===== src/rtl/mbm_pkg.sv =====
package mbm_pkg;
    typedef enum logic {
        SCAN_IDLE = 1'b0,
        SCAN_RUN  = 1'b1
    } scan_st_e;
endpackage


===== src/rtl/mbm_pick.sv =====
// Chooses one position per group of GRP raster pixels while the block streams in.
module mbm_pick #(
    parameter int PIX_W = 8,
    parameter int GRP   = 8,
    parameter int NGRP  = 32,
    parameter int IDX_W = 8
)(
    input  logic                          clk,
    input  logic                          rst_n,
    input  logic                          load_en,
    input  logic [PIX_W-1:0]              pix,
    output logic [NGRP-1:0][IDX_W-1:0]    sel_off,
    output logic [NGRP-1:0][PIX_W-1:0]    sel_val,
    output logic                          full
);
    localparam int GI_W = $clog2(GRP);
    localparam int GN_W = IDX_W - GI_W;

    typedef struct packed {
        logic [IDX_W-1:0]               idx;
        logic [PIX_W-1:0]               ext_val;
        logic [IDX_W-1:0]               ext_pos;
        logic [NGRP-1:0][IDX_W-1:0]     offs;
        logic [NGRP-1:0][PIX_W-1:0]     vals;
        logic                           full;
    } pick_t;

    pick_t s_d, s_q;

    logic [GN_W-1:0]  grp;
    logic             grp_first;
    logic             grp_last;
    logic             keep_max;
    logic             better;
    logic             take;
    logic [PIX_W-1:0] new_val;
    logic [IDX_W-1:0] new_pos;

    always_comb begin
        grp       = s_q.idx[IDX_W-1:GI_W];
        grp_first = (s_q.idx[GI_W-1:0] == '0);
        grp_last  = (s_q.idx[GI_W-1:0] == GI_W'(GRP - 1));
        keep_max  = ~grp[0];
        // strict compares keep the earliest index on equal values
        better    = keep_max ? (pix > s_q.ext_val) : (pix < s_q.ext_val);
        take      = grp_first | better;
        new_val   = take ? pix : s_q.ext_val;
        new_pos   = take ? s_q.idx : s_q.ext_pos;

        s_d = s_q;
        if (load_en) begin
            s_d.idx     = s_q.idx + 1'b1;
            s_d.ext_val = new_val;
            s_d.ext_pos = new_pos;
            if (grp_last) begin
                s_d.offs[grp] = new_pos;
                s_d.vals[grp] = new_val;
            end
            if (s_q.idx == '1) begin
                s_d.full = 1'b1;
            end
        end
    end

    always_ff @(posedge clk or negedge rst_n) begin
        if (!rst_n) begin
            s_q <= '0;
        end else begin
            s_q <= s_d;
        end
    end

    assign sel_off = s_q.offs;
    assign sel_val = s_q.vals;
    assign full    = s_q.full;
endmodule


===== src/rtl/mbm_scan.sv =====
// Walks every candidate displacement and issues one reference read per cycle.
module mbm_scan
    import mbm_pkg::*;
#(
    parameter int NGRP  = 32,
    parameter int K_W   = 5,
    parameter int IDX_W = 8,
    parameter int BLK   = 16,
    parameter int RNG_H = 32,
    parameter int RNG_V = 16,
    parameter int CRD_W = 12
)(
    input  logic                          clk,
    input  logic                          rst_n,
    input  logic                          go,
    input  logic signed [CRD_W-1:0]       ctr_x,
    input  logic signed [CRD_W-1:0]       ctr_y,
    input  logic [NGRP-1:0][IDX_W-1:0]    sel_off,
    output logic                          active,
    output logic [K_W-1:0]                iss_k,
    output logic                          iss_clast,
    output logic                          iss_final,
    output logic signed [CRD_W-1:0]       iss_mvx,
    output logic signed [CRD_W-1:0]       iss_mvy,
    output logic signed [CRD_W-1:0]       rx,
    output logic signed [CRD_W-1:0]       ry
);
    localparam int CB = $clog2(BLK);
    localparam logic signed [CRD_W-1:0] DX_HI = CRD_W'(RNG_H);
    localparam logic signed [CRD_W-1:0] DX_LO = -DX_HI;
    localparam logic signed [CRD_W-1:0] DY_HI = CRD_W'(RNG_V);
    localparam logic signed [CRD_W-1:0] DY_LO = -DY_HI;
    localparam logic signed [CRD_W-1:0] ONE   = CRD_W'(1);

    typedef struct packed {
        scan_st_e                 st;
        logic [K_W-1:0]           k;
        logic signed [CRD_W-1:0]  dx;
        logic signed [CRD_W-1:0]  dy;
        logic signed [CRD_W-1:0]  cx;
        logic signed [CRD_W-1:0]  cy;
    } scan_t;

    scan_t s_d, s_q;

    logic             last_k;
    logic             dx_end;
    logic             dy_end;
    logic [IDX_W-1:0] off;
    logic [CB-1:0]    col;
    logic [IDX_W-CB-1:0] row;

    always_comb begin
        last_k = (s_q.k == K_W'(NGRP - 1));
        dx_end = (s_q.dx == DX_HI);
        dy_end = (s_q.dy == DY_HI);
        off    = sel_off[s_q.k];
        col    = off[CB-1:0];
        row    = off[IDX_W-1:CB];

        iss_mvx   = s_q.cx + s_q.dx;
        iss_mvy   = s_q.cy + s_q.dy;
        rx        = iss_mvx + $signed({{(CRD_W-CB){1'b0}}, col});
        ry        = iss_mvy + $signed({{(CRD_W-IDX_W+CB){1'b0}}, row});
        active    = (s_q.st == SCAN_RUN);
        iss_k     = s_q.k;
        iss_clast = last_k;
        iss_final = active & last_k & dx_end & dy_end;

        s_d = s_q;
        if (s_q.st == SCAN_IDLE) begin
            if (go) begin
                s_d.st = SCAN_RUN;
                s_d.k  = '0;
                s_d.dx = DX_LO;
                s_d.dy = DY_LO;
                s_d.cx = ctr_x;
                s_d.cy = ctr_y;
            end
        end else begin
            s_d.k = s_q.k + 1'b1;
            if (last_k) begin
                s_d.k = '0;
                if (dx_end) begin
                    s_d.dx = DX_LO;
                    if (dy_end) begin
                        s_d.st = SCAN_IDLE;
                    end else begin
                        s_d.dy = s_q.dy + ONE;
                    end
                end else begin
                    s_d.dx = s_q.dx + ONE;
                end
            end
        end
    end

    always_ff @(posedge clk or negedge rst_n) begin
        if (!rst_n) begin
            s_q <= '0;
        end else begin
            s_q <= s_d;
        end
    end
endmodule


===== src/rtl/mbm_sad.sv =====
// Aligns returning reference data, sums distortion, keeps the best candidate.
module mbm_sad #(
    parameter int PIX_W = 8,
    parameter int SAD_W = 13,
    parameter int CRD_W = 12
)(
    input  logic                    clk,
    input  logic                    rst_n,
    input  logic                    go,
    input  logic                    iss_rd,
    input  logic                    iss_clast,
    input  logic                    iss_final,
    input  logic signed [CRD_W-1:0] iss_mvx,
    input  logic signed [CRD_W-1:0] iss_mvy,
    input  logic [PIX_W-1:0]        iss_cval,
    input  logic [PIX_W-1:0]        ref_pix,
    output logic                    pend,
    output logic                    done,
    output logic signed [CRD_W-1:0] mv_x,
    output logic signed [CRD_W-1:0] mv_y,
    output logic [SAD_W-1:0]        mv_sad
);
    typedef struct packed {
        logic                    p_vld;
        logic                    p_clast;
        logic                    p_final;
        logic signed [CRD_W-1:0] p_mvx;
        logic signed [CRD_W-1:0] p_mvy;
        logic [PIX_W-1:0]        p_cval;
        logic [SAD_W-1:0]        acc;
        logic [SAD_W-1:0]        b_sad;
        logic signed [CRD_W-1:0] b_x;
        logic signed [CRD_W-1:0] b_y;
        logic                    done;
        logic signed [CRD_W-1:0] o_x;
        logic signed [CRD_W-1:0] o_y;
        logic [SAD_W-1:0]        o_sad;
    } sad_t;

    sad_t s_d, s_q;

    logic [PIX_W-1:0]        diff;
    logic [SAD_W-1:0]        tot;
    logic                    win;
    logic [SAD_W-1:0]        nb_sad;
    logic signed [CRD_W-1:0] nb_x;
    logic signed [CRD_W-1:0] nb_y;

    always_comb begin
        diff   = (ref_pix >= s_q.p_cval) ? (ref_pix - s_q.p_cval) : (s_q.p_cval - ref_pix);
        tot    = s_q.acc + SAD_W'(diff);
        win    = (tot < s_q.b_sad);
        nb_sad = win ? tot : s_q.b_sad;
        nb_x   = win ? s_q.p_mvx : s_q.b_x;
        nb_y   = win ? s_q.p_mvy : s_q.b_y;

        s_d         = s_q;
        s_d.p_vld   = iss_rd;
        s_d.p_clast = iss_clast;
        s_d.p_final = iss_final;
        s_d.p_mvx   = iss_mvx;
        s_d.p_mvy   = iss_mvy;
        s_d.p_cval  = iss_cval;
        s_d.done    = 1'b0;

        if (go) begin
            s_d.acc   = '0;
            s_d.b_sad = '1;
        end

        if (s_q.p_vld) begin
            if (s_q.p_clast) begin
                s_d.acc   = '0;
                s_d.b_sad = nb_sad;
                s_d.b_x   = nb_x;
                s_d.b_y   = nb_y;
                if (s_q.p_final) begin
                    s_d.done  = 1'b1;
                    s_d.o_sad = nb_sad;
                    s_d.o_x   = nb_x;
                    s_d.o_y   = nb_y;
                end
            end else begin
                s_d.acc = tot;
            end
        end
    end

    always_ff @(posedge clk or negedge rst_n) begin
        if (!rst_n) begin
            s_q <= '0;
        end else begin
            s_q <= s_d;
        end
    end

    assign pend   = s_q.p_vld;
    assign done   = s_q.done;
    assign mv_x   = s_q.o_x;
    assign mv_y   = s_q.o_y;
    assign mv_sad = s_q.o_sad;
endmodule


===== src/rtl/mbm_matcher.sv =====
module mbm_matcher #(
    parameter int PIX_W = 8,
    parameter int BLK   = 16,
    parameter int GRP   = 8,
    parameter int RNG_H = 32,
    parameter int RNG_V = 16,
    parameter int CRD_W = 12,
    parameter int SAD_W = 13
)(
    input  logic                    clk,
    input  logic                    rst_n,
    input  logic                    cur_valid,
    input  logic [PIX_W-1:0]        cur_pix,
    input  logic                    start,
    input  logic signed [CRD_W-1:0] ctr_x,
    input  logic signed [CRD_W-1:0] ctr_y,
    output logic                    ref_rd,
    output logic signed [CRD_W-1:0] ref_x,
    output logic signed [CRD_W-1:0] ref_y,
    input  logic [PIX_W-1:0]        ref_pix,
    output logic                    busy,
    output logic                    done,
    output logic signed [CRD_W-1:0] mv_x,
    output logic signed [CRD_W-1:0] mv_y,
    output logic [SAD_W-1:0]        mv_sad
);
    localparam int NPIX  = BLK * BLK;
    localparam int NGRP  = NPIX / GRP;
    localparam int IDX_W = $clog2(NPIX);
    localparam int K_W   = $clog2(NGRP);

    logic [NGRP-1:0][IDX_W-1:0] sel_off;
    logic [NGRP-1:0][PIX_W-1:0] sel_val;
    logic                       blk_full;
    logic                       scan_act;
    logic                       pend;
    logic                       go;
    logic                       load_en;
    logic [K_W-1:0]             iss_k;
    logic                       iss_clast;
    logic                       iss_final;
    logic signed [CRD_W-1:0]    iss_mvx;
    logic signed [CRD_W-1:0]    iss_mvy;

    assign busy    = scan_act | pend;
    assign go      = start & ~busy & blk_full;
    assign load_en = cur_valid & ~busy;
    assign ref_rd  = scan_act;

    mbm_pick #(
        .PIX_W (PIX_W),
        .GRP   (GRP),
        .NGRP  (NGRP),
        .IDX_W (IDX_W)
    ) u_pick (
        .clk     (clk),
        .rst_n   (rst_n),
        .load_en (load_en),
        .pix     (cur_pix),
        .sel_off (sel_off),
        .sel_val (sel_val),
        .full    (blk_full)
    );

    mbm_scan #(
        .NGRP  (NGRP),
        .K_W   (K_W),
        .IDX_W (IDX_W),
        .BLK   (BLK),
        .RNG_H (RNG_H),
        .RNG_V (RNG_V),
        .CRD_W (CRD_W)
    ) u_scan (
        .clk       (clk),
        .rst_n     (rst_n),
        .go        (go),
        .ctr_x     (ctr_x),
        .ctr_y     (ctr_y),
        .sel_off   (sel_off),
        .active    (scan_act),
        .iss_k     (iss_k),
        .iss_clast (iss_clast),
        .iss_final (iss_final),
        .iss_mvx   (iss_mvx),
        .iss_mvy   (iss_mvy),
        .rx        (ref_x),
        .ry        (ref_y)
    );

    mbm_sad #(
        .PIX_W (PIX_W),
        .SAD_W (SAD_W),
        .CRD_W (CRD_W)
    ) u_sad (
        .clk       (clk),
        .rst_n     (rst_n),
        .go        (go),
        .iss_rd    (scan_act),
        .iss_clast (iss_clast),
        .iss_final (iss_final),
        .iss_mvx   (iss_mvx),
        .iss_mvy   (iss_mvy),
        .iss_cval  (sel_val[iss_k]),
        .ref_pix   (ref_pix),
        .pend      (pend),
        .done      (done),
        .mv_x      (mv_x),
        .mv_y      (mv_y),
        .mv_sad    (mv_sad)
    );
endmodule


===== config.mk =====
export PLATFORM = sky130hd
export DESIGN_NAME = mbm_matcher
export DESIGN_NICKNAME = d
export VERILOG_FILES = /design/src/rtl/mbm_pkg.sv /design/src/rtl/mbm_pick.sv /design/src/rtl/mbm_scan.sv /design/src/rtl/mbm_sad.sv /design/src/rtl/mbm_matcher.sv
export SDC_FILE = /design/constraint.sdc
export NUM_CORES = 1
export LEC_CHECK = 0
export CAP_MARGIN = 5
export CORE_MARGIN = 1.5
export CORE_UTILIZATION = 56
export DETAILED_ROUTE_END_ITERATION = 10
export HOLD_SLACK_MARGIN = 0.05
export PLACE_DENSITY_LB_ADDON = 0.15
export SYNTH_ARGS = -nofsm -noshare
export SYNTH_HDL_FRONTEND = slang
export SYNTH_SLANG_ARGS = --single-unit

===== constraint.sdc =====
create_clock -name clk -period 5.1 [get_ports clk]
set_clock_uncertainty 0.1 [all_clocks]
set_input_delay 1.275 -clock clk [delete_from_list [all_inputs] [get_ports clk]]
set_output_delay 1.275 -clock clk [all_outputs]
set_load 0.01 [all_outputs]

==> reports/metrics.cfg <==
[timing]
finalMaxSlewViolations=0
relSlewSlack=0.363
hold-worst-slack_ns=0.371
report.final.hold_viol_count=0
postLayoutSetupSlackWorst_ns=-0.776
rsz0062_at_grt=yes
fin_tns_setup_ns=-58.16
fin_crit_ns=5.88
max_clock_freq_mhz=170
finalCritPeriodShare=1.15
worst_pin_slew_ns=0.956
setup-violations-final=95

[floorplan]
pin_count=108
die_y_um=250
fp-row-count=90
initial_core_util=0.566
design.die.area_um2=62400
core_um2=60200
dieWidth_um=250

[clock_tree]
clk_latency_ns=0.62
clk_root_buffer_cell=clkbuf_16
cts_hold_buf=0
clk_pin_slew_worst_paths_ns=0.06
htreeDepth=3
cts_sinks=714
clockBufferDepth=3
cts-buffers-inserted=76
cts_tree=done

[synth]
yosysTopAreaCell=dfrtp_1
asyncSetResetFlopFracSynth=1.00
synth_seq_area_share=0.524
ys_top_cells_by_area=dfrtp_1 52%, mux4_2 11%, nand2_1 8.1%
syn-num-nets=3265
syn_inst=3130
yosysWarnings=0
yosys.cell_types.count=70
synth_seq_cells=714
avgSynthCellArea_um2=10.9
synth_top_cell_area_share=0.524
synth_edf_count=0
syn_area_um2=34100
synthFlopType=dfrtp_1

[route]
drcViolationCount=0
wl_um=85500
ant_nets=0
wl_per_cell_um=20.7
drt_iter0_drc=1582
viasPerCell=5.89
drt_pass1_iterations=7
vias=24330

[layout]
multi_input_area_um2=15600
register_area_um2=17900
drive_above_1_share=0.244
nets=3431
layout_common_cells=728 x nand2_1, 710 x dfrtp_1, 369 x o21ai_0
finalInstanceArea_um2=40800
syn_to_final_growth_pct=19.6
final_common_cell=nand2_1
fillers=4329
insertedDiodeCount=0

[setup_path]
crit_required_ns=5.49
rrSetupSlack_ns=-0.41
cp_max_fo=7
crit_arrival_ns=6.26
cp-start-kind=input port
crit_path_end_kind=flip-flop
crit_end=u_sad.mv_x[9]
path_common_cell=buf_4
critPathLaunch=ref_pix[0]
cp_slowest_cell=fa_2
path_class=input port to flip-flop
slowest_delay_ns=0.33
r2r-end=u_sad.mv_x[9]
timing.rr.start=u_sad.s_q[88]
reg2regPathDepth=29

[run_status]
status=complete, but fails checks
violations=setup timing

[global_routing]
grt_use_total=0.276
overflow=0
grt_pass1_wl_um=136000
grt_pass1_vias=25277
antenna_found_initial=1
grt_max_degree=100

[worst_hold_path]
hp-start=u_pick.sel_val[48]
hold_class=flip-flop to flip-flop

[place]
dp_hpwl_um=53700
placed_area_um2=36600
portBuffers=107
routabilityCongestion=0.854

[run]
max_cap_viol_count=0

[power]
vdd_drop_max_uv=420
p_per_area_nw_per_um2=364
p_leak_nw=18.3

cells in the mapped netlist (22+ instances only):
master and instances:
xor2_1 29, o21ai_0 413, mux2_2 53, nand2_1 732, buf_2 31, clkbuf_1 143
buf_4 44, dfrtp_1 714, nor3_1 27, nor2_1 32, o21ai_2 70, o21ai_1 110
ha_1 84, a21oi_1 66, xnor2_1 42, inv_1 80, mux2i_1 44, a21o_1 22
mux4_2 160, nand3_1 32
layer usage:
layer  global-route usage  vias up  share of wire
li1                     -    11193              -
met1                0.362    12275           0.42
met2                0.469      686           0.50
met3               0.0437      176          0.049
met4               0.0948        0          0.031
met5                    0        -              0
power breakdown:
group	internal (mW)	total, mW	switching, mW	leakage, nW
combinational	1.71	3.35	1.64	7.63
sequential	5.82	5.99	0.164	9.49
clock	3.26	5.53	2.27	1.23
total	10.8	14.9	4.07	18.3
metrics by stage:
step	utilization	total power, mW	setup WS, ns	instances
global placement	0.608	8.19	-1.59	3942
floorplan	-	7.41	-0.742	3130
global route	0.677	15.4	-0.875	4132
finish	0.677	14.9	-0.776	4132
CTS	0.667	14.4	-0.759	4115
detailed placement	0.608	8.27	-1.71	3942
final cells by class:
class,count,share of cell area
Clock buffer,113,0.0552
Sequential cell,714,0.438
Timing Repair Buffer,349,0.0869
Tap cell,782,0.0240
Clock inverter,19,0.00576
Inverter,80,0.00779
Multi-Input combinational cell,2075,0.382
sequential cells by signal (all words and copies together), names as in the netlist:
| signal | flops |
|---|---|
| u_sad.mv_sad | 13 |
| u_sad.pend | 1 |
| u_pick.sel_val | 256 |
| u_sad.mv_y | 12 |
| u_scan.s_q | 48 |
| u_scan.iss_k | 5 |
| u_pick.s_q | 19 |
| u_sad.mv_x | 12 |
| u_scan.active | 1 |
| u_pick.sel_off | 256 |
| u_pick.full | 1 |
| u_pick.grp | 5 |
| u_sad.s_q | 84 |
| u_sad.done | 1 |
cells by family (layout without fill, tap and decap cells):
kind of cell    after synthesis  in the layout  share of synthesized area
simple gates                906            906                      0.111
compound gates              742            742                      0.123
flops                       714            714                      0.524
buf+inv                     341            561                     0.0484
mux                         265            265                      0.141
fa+ha+maj                    91             91                     0.0349
xor+xnor                     71             71                     0.0182
what timing repair did:
action,4_1_cts,5_1_grt
endpoints found under the setup margin,98,98
resized for setup,244,118
buffers inserted,31,20
gates cloned,10,3
pin swaps,52,61
critical path, delay by kind of cell:
family	cells	cell delay (ns)
compound gates	11	1.66
xor+xnor	2	0.45
fa+ha+maj	4	1.06
buf+inv	10	1.17
mux	2	0.39
simple gates	2	0.22
worst min-delay path by stage:
stage | slack [ns] | end | depth (start not counted)
floorplan | 0.34 | u_pick.sel_off[112] | 2
global placement | 0.35 | u_pick.sel_val[144] | 2
detailed placement | 0.36 | u_pick.sel_val[48] | 2
CTS | 0.37 | u_pick.sel_val[48] | 2
global route | 0.40 | u_pick.sel_off[83] | 2
finish | 0.37 | u_pick.sel_val[48] | 2
Note: power is estimated with default switching activity, not from simulation.
